File: config.mk
export PLATFORM = sky130hd
export DESIGN_NAME = audio_buf_fifo
export DESIGN_NICKNAME = d
export VERILOG_FILES = /design/src/rtl/afb_pkg.sv /design/src/rtl/afb_ctrl.sv /design/src/rtl/afb_store.sv /design/src/rtl/afb_flags.sv /design/src/rtl/audio_buf_fifo.sv
export SDC_FILE = /design/constraint.sdc
export NUM_CORES = 1
export LEC_CHECK = 0
export BUFFER_PORTS_ARGS = -buffer_cell sky130_fd_sc_hd__buf_2
export CORE_MARGIN = 1.5
export CORE_UTILIZATION = 54
export CTS_CLUSTER_DIAMETER = 60
export DETAILED_ROUTE_END_ITERATION = 12
export MAX_ROUTING_LAYER = met4
export PLACE_DENSITY = 0.75
export SYNTH_ARGS = -nofsm -noshare
export SYNTH_HDL_FRONTEND = slang
export SYNTH_SLANG_ARGS = --single-unit
File: constraint.sdc
create_clock -name clk -period 4.15 [get_ports clk]
set_input_delay 0.6225 -clock clk [delete_from_list [all_inputs] [get_ports clk]]
set_output_delay 0.6225 -clock clk [all_outputs]
set_load 0.03 [all_outputs]
File: src/rtl/afb_pkg.sv
// Shared types for the audio sample buffer.
// Assumes: nothing beyond IEEE 1800-2017.
package afb_pkg;
    // Direction selects threshold sense and DMA request condition.
    typedef enum logic {
        AFB_TX = 1'b0,
        AFB_RX = 1'b1
    } afb_dir_e;
endpackage

File: src/rtl/afb_ctrl.sv
// Pointer and level control for the sample buffer.
// Decides which pushes and pops are accepted, tracks read and write slots and
// the fill level, and reports overflow and underflow events for one cycle.
// Assumes: flush has priority over push and pop; a pop frees room for a push
// in the same cycle.
module afb_ctrl #(
    parameter int DEPTH = 8,
    localparam int AW = $clog2(DEPTH),
    localparam int CW = $clog2(DEPTH + 1)
) (
    input  logic          clk,
    input  logic          rst_n,
    input  logic          push,
    input  logic          pop,
    input  logic          flush,
    output logic          wr_en,
    output logic [AW-1:0] wr_idx,
    output logic [AW-1:0] rd_idx,
    output logic [CW-1:0] level,
    output logic          full,
    output logic          empty,
    output logic          ovf_evt,
    output logic          udf_evt
);
    logic pop_ok;
    logic push_ok;

    // Occupancy decodes from the registered level.
    always_comb begin
        full  = (level == CW'(DEPTH));
        empty = (level == '0);
    end

    // Acceptance and error events for this cycle.
    always_comb begin
        pop_ok  = pop && !empty && !flush;
        push_ok = push && !flush && (!full || pop_ok);
        ovf_evt = push && !flush && full && !pop_ok;
        udf_evt = pop && !flush && empty;
        wr_en   = push_ok;
    end

    // Pointer and level state, restarted by reset or flush.
    always_ff @(posedge clk) begin
        if (!rst_n || flush) begin
            wr_idx <= '0;
            rd_idx <= '0;
            level  <= '0;
        end else begin
            if (push_ok)
                wr_idx <= (wr_idx == AW'(DEPTH - 1)) ? '0 : wr_idx + 1'b1;
            if (pop_ok)
                rd_idx <= (rd_idx == AW'(DEPTH - 1)) ? '0 : rd_idx + 1'b1;
            if (push_ok && !pop_ok)
                level <= level + 1'b1;
            else if (pop_ok && !push_ok)
                level <= level - 1'b1;
        end
    end
endmodule

File: src/rtl/afb_store.sv
// Word storage for the sample buffer: one write port, one asynchronous read.
// Assumes: indices are always in range; contents are zeroed only by reset.
module afb_store #(
    parameter int DW    = 32,
    parameter int DEPTH = 8,
    localparam int AW = $clog2(DEPTH)
) (
    input  logic          clk,
    input  logic          rst_n,
    input  logic          wr_en,
    input  logic [AW-1:0] wr_idx,
    input  logic [DW-1:0] wr_data,
    input  logic [AW-1:0] rd_idx,
    output logic [DW-1:0] rd_data
);
    logic [DW-1:0] slots [DEPTH];

    // Store the accepted word; reset zeroes every slot.
    always_ff @(posedge clk) begin
        if (!rst_n) begin
            for (int i = 0; i < DEPTH; i++)
                slots[i] <= '0;
        end else if (wr_en) begin
            slots[wr_idx] <= wr_data;
        end
    end

    // Present the word at the read slot.
    always_comb rd_data = slots[rd_idx];
endmodule

File: src/rtl/afb_flags.sv
// Sticky error flags, threshold compare and DMA request for the buffer.
// The direction parameter picks the low-water or high-water threshold and the
// matching request condition.
// Assumes: thresh is no wider than the level.
module afb_flags
    import afb_pkg::*;
#(
    parameter afb_dir_e DIR  = AFB_TX,
    parameter int       CW   = 4,
    parameter int       TW   = 3
) (
    input  logic          clk,
    input  logic          rst_n,
    input  logic          ovf_evt,
    input  logic          udf_evt,
    input  logic          ovf_clr,
    input  logic          udf_clr,
    input  logic [CW-1:0] level,
    input  logic          full,
    input  logic          empty,
    input  logic [TW-1:0] thresh,
    input  logic          dma_en,
    output logic          ovf_flag,
    output logic          udf_flag,
    output logic          thresh_hit,
    output logic          dma_req
);
    logic [CW-1:0] th_ext;

    // Widen the threshold to the level width.
    always_comb th_ext = CW'(thresh);

    // Sticky flags: a new event outranks a clear pulse.
    always_ff @(posedge clk) begin
        if (!rst_n) begin
            ovf_flag <= 1'b0;
            udf_flag <= 1'b0;
        end else begin
            ovf_flag <= ovf_evt || (ovf_flag && !ovf_clr);
            udf_flag <= udf_evt || (udf_flag && !udf_clr);
        end
    end

    generate
        if (DIR == AFB_TX) begin : g_tx
            // Low-water mark; request while room remains.
            always_comb begin
                thresh_hit = (level <= th_ext);
                dma_req    = dma_en && !full;
            end
        end else begin : g_rx
            // High-water mark; request while data remains.
            always_comb begin
                thresh_hit = (level >= th_ext);
                dma_req    = dma_en && !empty;
            end
        end
    endgenerate
endmodule

File: src/rtl/audio_buf_fifo.sv
// Audio sample buffer: fixed-depth FIFO with flush, fill level, directional
// threshold, sticky error flags and DMA request.
// Assumes: synchronous active-low reset; pop_data is the head word and reads
// zero while the buffer is empty.
module audio_buf_fifo
    import afb_pkg::*;
#(
    parameter int       DW    = 32,
    parameter int       DEPTH = 8,
    parameter afb_dir_e DIR   = AFB_TX,
    localparam int AW = $clog2(DEPTH),
    localparam int CW = $clog2(DEPTH + 1)
) (
    input  logic          clk,
    input  logic          rst_n,
    input  logic          push,
    input  logic [DW-1:0] push_data,
    input  logic          pop,
    output logic [DW-1:0] pop_data,
    input  logic          flush,
    input  logic [AW-1:0] thresh,
    input  logic          ovf_clr,
    input  logic          udf_clr,
    input  logic          dma_en,
    output logic [CW-1:0] level,
    output logic          full,
    output logic          empty,
    output logic          thresh_hit,
    output logic          ovf_flag,
    output logic          udf_flag,
    output logic          dma_req
);
    logic          wr_en;
    logic [AW-1:0] wr_idx;
    logic [AW-1:0] rd_idx;
    logic [DW-1:0] rd_data;
    logic          ovf_evt;
    logic          udf_evt;

    afb_ctrl #(.DEPTH(DEPTH)) u_ctrl (
        .clk(clk), .rst_n(rst_n), .push(push), .pop(pop), .flush(flush),
        .wr_en(wr_en), .wr_idx(wr_idx), .rd_idx(rd_idx), .level(level),
        .full(full), .empty(empty), .ovf_evt(ovf_evt), .udf_evt(udf_evt)
    );

    afb_store #(.DW(DW), .DEPTH(DEPTH)) u_store (
        .clk(clk), .rst_n(rst_n), .wr_en(wr_en), .wr_idx(wr_idx),
        .wr_data(push_data), .rd_idx(rd_idx), .rd_data(rd_data)
    );

    afb_flags #(.DIR(DIR), .CW(CW), .TW(AW)) u_flags (
        .clk(clk), .rst_n(rst_n), .ovf_evt(ovf_evt), .udf_evt(udf_evt),
        .ovf_clr(ovf_clr), .udf_clr(udf_clr), .level(level), .full(full),
        .empty(empty), .thresh(thresh), .dma_en(dma_en),
        .ovf_flag(ovf_flag), .udf_flag(udf_flag),
        .thresh_hit(thresh_hit), .dma_req(dma_req)
    );

    // Mask the head word while nothing is stored.
    always_comb pop_data = empty ? '0 : rd_data;
endmodule

# Word-level counts from Yosys, hierarchy flattened
# Memories as Yosys holds them, arrays and structs flattened. A register that Yosys moved wholly into a read port is not among the register bits.
# Cells that the tools add are included.
[classes]
n_addsub = 4
n_mux = 14
reduce_logical = 28
eq_ne = 3
n_lt_le_gt_ge = 1
[op_table]
columns = ["operator", "count"]
rows = [
  ["$mux W32", 2],
  ["$reduce_or A32 Y1", 1],
  ["$mux W3", 5],
  ["$logic_and A1 B1 Y1", 13],
  ["$logic_not A1 Y1", 8],
  ["$mux W4", 2],
  ["$add A3 B1 Y3 const B", 2],
  ["$eq A3 B3 Y1 const B", 2],
  ["$mux W1", 5],
  ["$add A4 B1 Y4 const B", 1],
  ["$eq A4 B4 Y1 const B", 1],
  ["$le A4 B3 Y1", 1],
  ["$logic_not A4 Y1", 1],
  ["$logic_or A1 B1 Y1", 4],
  ["$sub A4 B1 Y4 const B", 1],
  ["$reduce_bool A2 Y1", 1],
]
[totals]
mem_count = 1
mem_bits_rw = 256
wordCells = 56
ff_bits = 12
out_inout_bits = 42
[mem_list]
columns = ["name", "words", "word_bits", "read_ports", "rd_clocked_by_memory_dff", "write_ports", "line", "text"]
rows = [
  ["u_store.slots", 8, 32, 1, 1, 8, "afb_store.sv:16", "logic [DW-1:0] slots [DEPTH];"],
]

# Logic depth before layout (Yosys ltp)
[depth]
word_depth = 11
mapped_depth = 11

# By module
# From an unflattened synthesis, not the netlist that was laid out.
[unflattened]
hier_cells = 843
hier_area_um2 = 12429.4
[modules_own_cells]
columns = ["module", "cells_per_inst", "area_per_inst_um2", "seq_area_each_um2", "n_inst"]
rows = [
  ["afb_store", 729, 11458.5, 7687.4, 1],
  ["afb_ctrl", 62, 590.6, 200.2, 1],
  ["audio_buf_fifo", 35, 222.7, 0.0, 1],
  ["afb_flags", 17, 157.7, 40.0, 1],
]

# Worst setup path after synthesis
# No wires, ideal clock.
[synth_path]
kind = "input port to flip-flop"
startpoint = "input push"
endpoint = "memory u_store.slots[1][0] (enable)"
slack_ps = -146
path_stages = 5
n_path_buf = 1
arrival_ps = 3825
setup_time_ps = 470
path_cell_list = "nor2b_1 -> clkbuf_1 -> a21boi_2 -> nand2_1 -> o31ai_1"
[synth_lines]
columns = ["element", "line", "text"]
rows = [
  ["start: declaration", "audio_buf_fifo.sv:16", "input logic push,"],
  ["end: declaration", "afb_store.sv:16", ""],
]

==> flow_results.org <==
** Status
- Status :: complete, no violations

** Global route
- The first global-routing pass estimated 40.0 mm of wire.
- The initial antenna violation count is 0.
- Entering global routing, the biggest net connects 41 pins.
- For this run the aggregate overflow at the end of global routing stands at 0.
- Combined global-route utilization of all metal layers :: 0.230
- The via count of the first global-routing pass came to 7,301.

** Floorplanning
- Die area :: 0.0231 mm2
- The floorplan has 54 rows.
- Pin placement for this block handled 85 I/O pins.
- Measured along the y axis, the die boundary spans 152 um.
- For this configuration, the core starts out at a cell density of 0.550.
- Width of the die :: 152 um
- Area of the placeable core :: 0.0218 mm2

** Synth
- For this run, the number of Yosys warnings is 0.
- Proportion of netlist area held by the largest area contributor :: 0.643
- Sorting the synthesized cells by area gives the leading types as edfxtp_1 64%, mux4_2 12%, nor2_1 9.4%.
- The most common cell in the synthesized netlist is nor2_1.
- Number of register bits inferred by synthesis :: 271
- Synthesis produced a netlist whose cell count is 842.
- In this run the cell area of the synthesized design comes to 0.0120 mm2.
- For this run, the register share of the synthesized area comes to 0.668.
- Commonest register cell after synthesis :: edfxtp_1
- Synthesis instantiated 35 different standard cells from the library.
- Net count after synthesis :: 896
- Counting flops with a built-in enable in the synthesized netlist gives 256.
- The synthesized design spends more area on one cell type than any other, namely edfxtp_1.
- A synthesized cell averages 14.2 um2.
- Share of synthesized flip-flops with an asynchronous set or reset :: 0
- Leading post-synthesis cells by instance count :: 301 x nor2_1, 256 x edfxtp_1, 64 x mux4_2

** Clocking
- Counting every sink on the clock net gives 271.
- TritonCTS built the clock tree.
- Counting the buffers created by CTS gives 26.
- Once the clock tree was built, the setup fixing pass inserted 0 buffers.
- The tree is rooted in a clkbuf_16.
- Clock-pin slew was measured on the worst setup and hold paths at 0.06 ns.
- In this run, post-CTS repair resized a total of 0 instances.
- Worst-Skew Late Latency :: 0.52 ns
- Hold buffer count at cts :: 0
- Counting along the longest clock path gives a buffer depth of 3.
- Number of H-tree branching levels :: 1

** Power
- Combinational cell fraction of total power :: 0.076
- Fraction of power consumed by sequential logic :: 0.537
- Clock share of power :: 0.387
- IR analysis of the VDD net gives a maximum drop of 0.245 mV.
- In this run the power density over the cells is 431 mW/mm2.
- Internal cell power :: 4.54 mW
- Sw Share :: 0.221
- The analysis attributes to net switching a power of 1.29 mW.
- For this design the static power due to leakage is 4.65 nW.
- The design draws 5.83 mW.

** Timing
- The worst path in the final design needs a cycle of 3.26 ns, including I/O delays and setup.
- For the pin with the worst max-slew slack, the measured transition is 1.05 ns.
- In the finished design, the share of the clock period the worst path needs comes to 0.787.
- The worst pin sits at a relative slew slack of 0.301.
- Hold Violations, Final :: 0
- Setup repair after global routing missed its margin :: false
- The number of pins with negative max-slew slack in the final report was 0.
- Setup clock skew after layout :: 0.00732 ns
- Setup violations remaining at the end of the flow were counted as 0.
- Summed over all failing endpoints, the final setup total negative slack is 0 ns.
- Maximum operating frequency :: 0.306 GHz

** Drt
- Vias per cell :: 5.78
- For this run, the detailed router's first-pass iteration total came to 5.
- The detailed router placed 7,017 vias in this run.
- In the final routed layout, each cell accounts on average for 20.8 um.
- Total Routed Length :: 25.3 mm
- DRC viols :: 0
- The detail route stage leaves a number of antenna-violating nets equal to 0.
- After the first detailed-routing iteration, the DRC count stood at 585.

** Layout
- Total Nets Final :: 968
- Fraction of final layout cells with drive strength greater than 1 :: 0.243
- Fillers :: 1,637
- Once layout is complete, the utilization of the core stands at 0.622.
- Diodes inserted :: 0
- Area delta synth->final :: 13.1%
- Multi-input combinational cell area :: 0.00373 mm2
- Summing all flip-flop and latch instances after layout gives 0.00799 mm2.

** Critical path
- At the worst endpoint, the required time is 3.53 ns.
- STA classifies the critical path endpoint as an output port.
- Setup crit start kind :: flop
- Category of the critical setup timing path :: reg2out
- Worst Path Max Fanout :: 35
- Signal arrival time at the worst endpoint :: 2.64 ns

** Place
- Port-buffer cells :: 84
- Placer congestion estimate :: 0.762
- DPL Wire Length :: 15.1 mm

** Hold path
- Worst hold path class :: in2reg

** Run
- Number of max-cap violations :: 0
[kinds of logic (layout without fill, tap and decap cells)]
group | Yosys count | in the layout | synth area share
simple gates | 368 | 368 | 0.127
flops | 271 | 271 | 0.668
mux | 100 | 100 | 0.151
buf+inv | 66 | 158 | 0.0294
compound gates | 24 | 24 | 0.0116
fa+ha+maj | 11 | 11 | 0.0121
xor+xnor | 2 | 2 | 0.00146
[power groups by stage]
stage | logic (mW) | registers (mW) | clock network [mW]
floorplan | 0.296 | 3.18 | 0
global placement | 0.440 | 3.18 | 0
detailed placement | 0.447 | 3.19 | 0
CTS | 0.449 | 3.13 | 2.27
global route | 0.478 | 3.14 | 2.37
finish | 0.442 | 3.13 | 2.26
[path summary, 6_finish.rpt]
check	to	cells past startpoint	startpoint	slack [ns]
setup / recovery	pop_data[25]	5	flop	0.89
hold / removal	u_flags.ovf_flag$_SDFF_PN0_	3	ovf_clr	0.38
setup reg to reg	u_ctrl.level[3]$_SDFFE_PP0P_	9	u_ctrl.level[0]$_SDFFE_PP0P_	1.44
hold reg to reg	u_flags.ovf_flag$_SDFF_PN0_	2	u_flags.ovf_flag$_SDFF_PN0_	0.48
[cell type report]
type                            instances  share of cell area
Clock buffer                           37              0.0549
Clock inverter                         11             0.00555
Inverter                                9             0.00250
Multi-Input combinational cell        505               0.276
Sequential cell                       271               0.591
Tap cell                              280              0.0259
Timing Repair Buffer                  101              0.0442
[layer usage]
layer,share of wire,wire length (um),up-vias,track usage
met2,0.52,13200,268,0.384
met4,0.024,595,0,0.0786
met5,0,0,-,-
met3,0.062,1580,49,0.0251
li1,-,-,3182,-
met1,0.39,9930,3518,0.297
[worst max-delay path, stage by stage, from the launching register on]
cell	delay (ns)
dfxtp_4	0.80
buf_12	0.30
mux4_2	0.55
mux2i_1	0.15
nor2_1	0.05
buf_2	0.19
[registers in the layout (all words and copies together), names as in the netlist, named ones only]
| register | flops |
|---|---|
| u_store.slots | 256 |
| u_ctrl.level | 4 |
| u_ctrl.rd_idx | 3 |
| u_ctrl.wr_idx | 3 |
| u_flags.ovf_flag | 1 |
| u_flags.udf_flag | 1 |
[per-stage QoR]
| stage | hold slack (ns) | cell area [um2] | cells | setup slack, ns |
|---|---|---|---|---|
| finish | 0.376 | 13500 | 1214 | 0.885 |
| global route | 0.405 | 13500 | 1214 | 0.691 |
| CTS | 0.379 | 13500 | 1214 | 0.820 |
| detailed placement | 0.489 | 12700 | 1166 | 1.09 |
| global placement | 0.480 | 12700 | 1166 | 1.17 |
| floorplan | 0.468 | 12000 | 842 | -0.0370 |
[placed cells by master (no fill, tap or decap), drive strengths merged]
| cell | count |
|---|---|
| mux2 | 1 |
| clkinv | 10 |
| o22ai | 1 |
| fa | 1 |
| a31oi | 1 |
| xor2 | 1 |
| mux2i | 35 |
| nand3b | 2 |
| dfxtp | 15 |
| nand2 | 37 |
| clkbuf | 37 |
| bufinv | 1 |
| mux4 | 64 |
| and2 | 1 |
| edfxtp | 256 |
| nor2 | 301 |
| o31ai | 2 |
| o21ai | 10 |
| buf | 101 |
| ha | 10 |
| nor4b | 1 |
| a211oi | 1 |
| nor2b | 6 |
| inv | 9 |
| xnor2 | 1 |
| a21oi | 7 |
| a21boi | 2 |
| nand3 | 7 |
| nand4 | 4 |
| nor4 | 1 |
| nand2b | 8 |
Note: power is estimated with default switching activity, not from simulation.
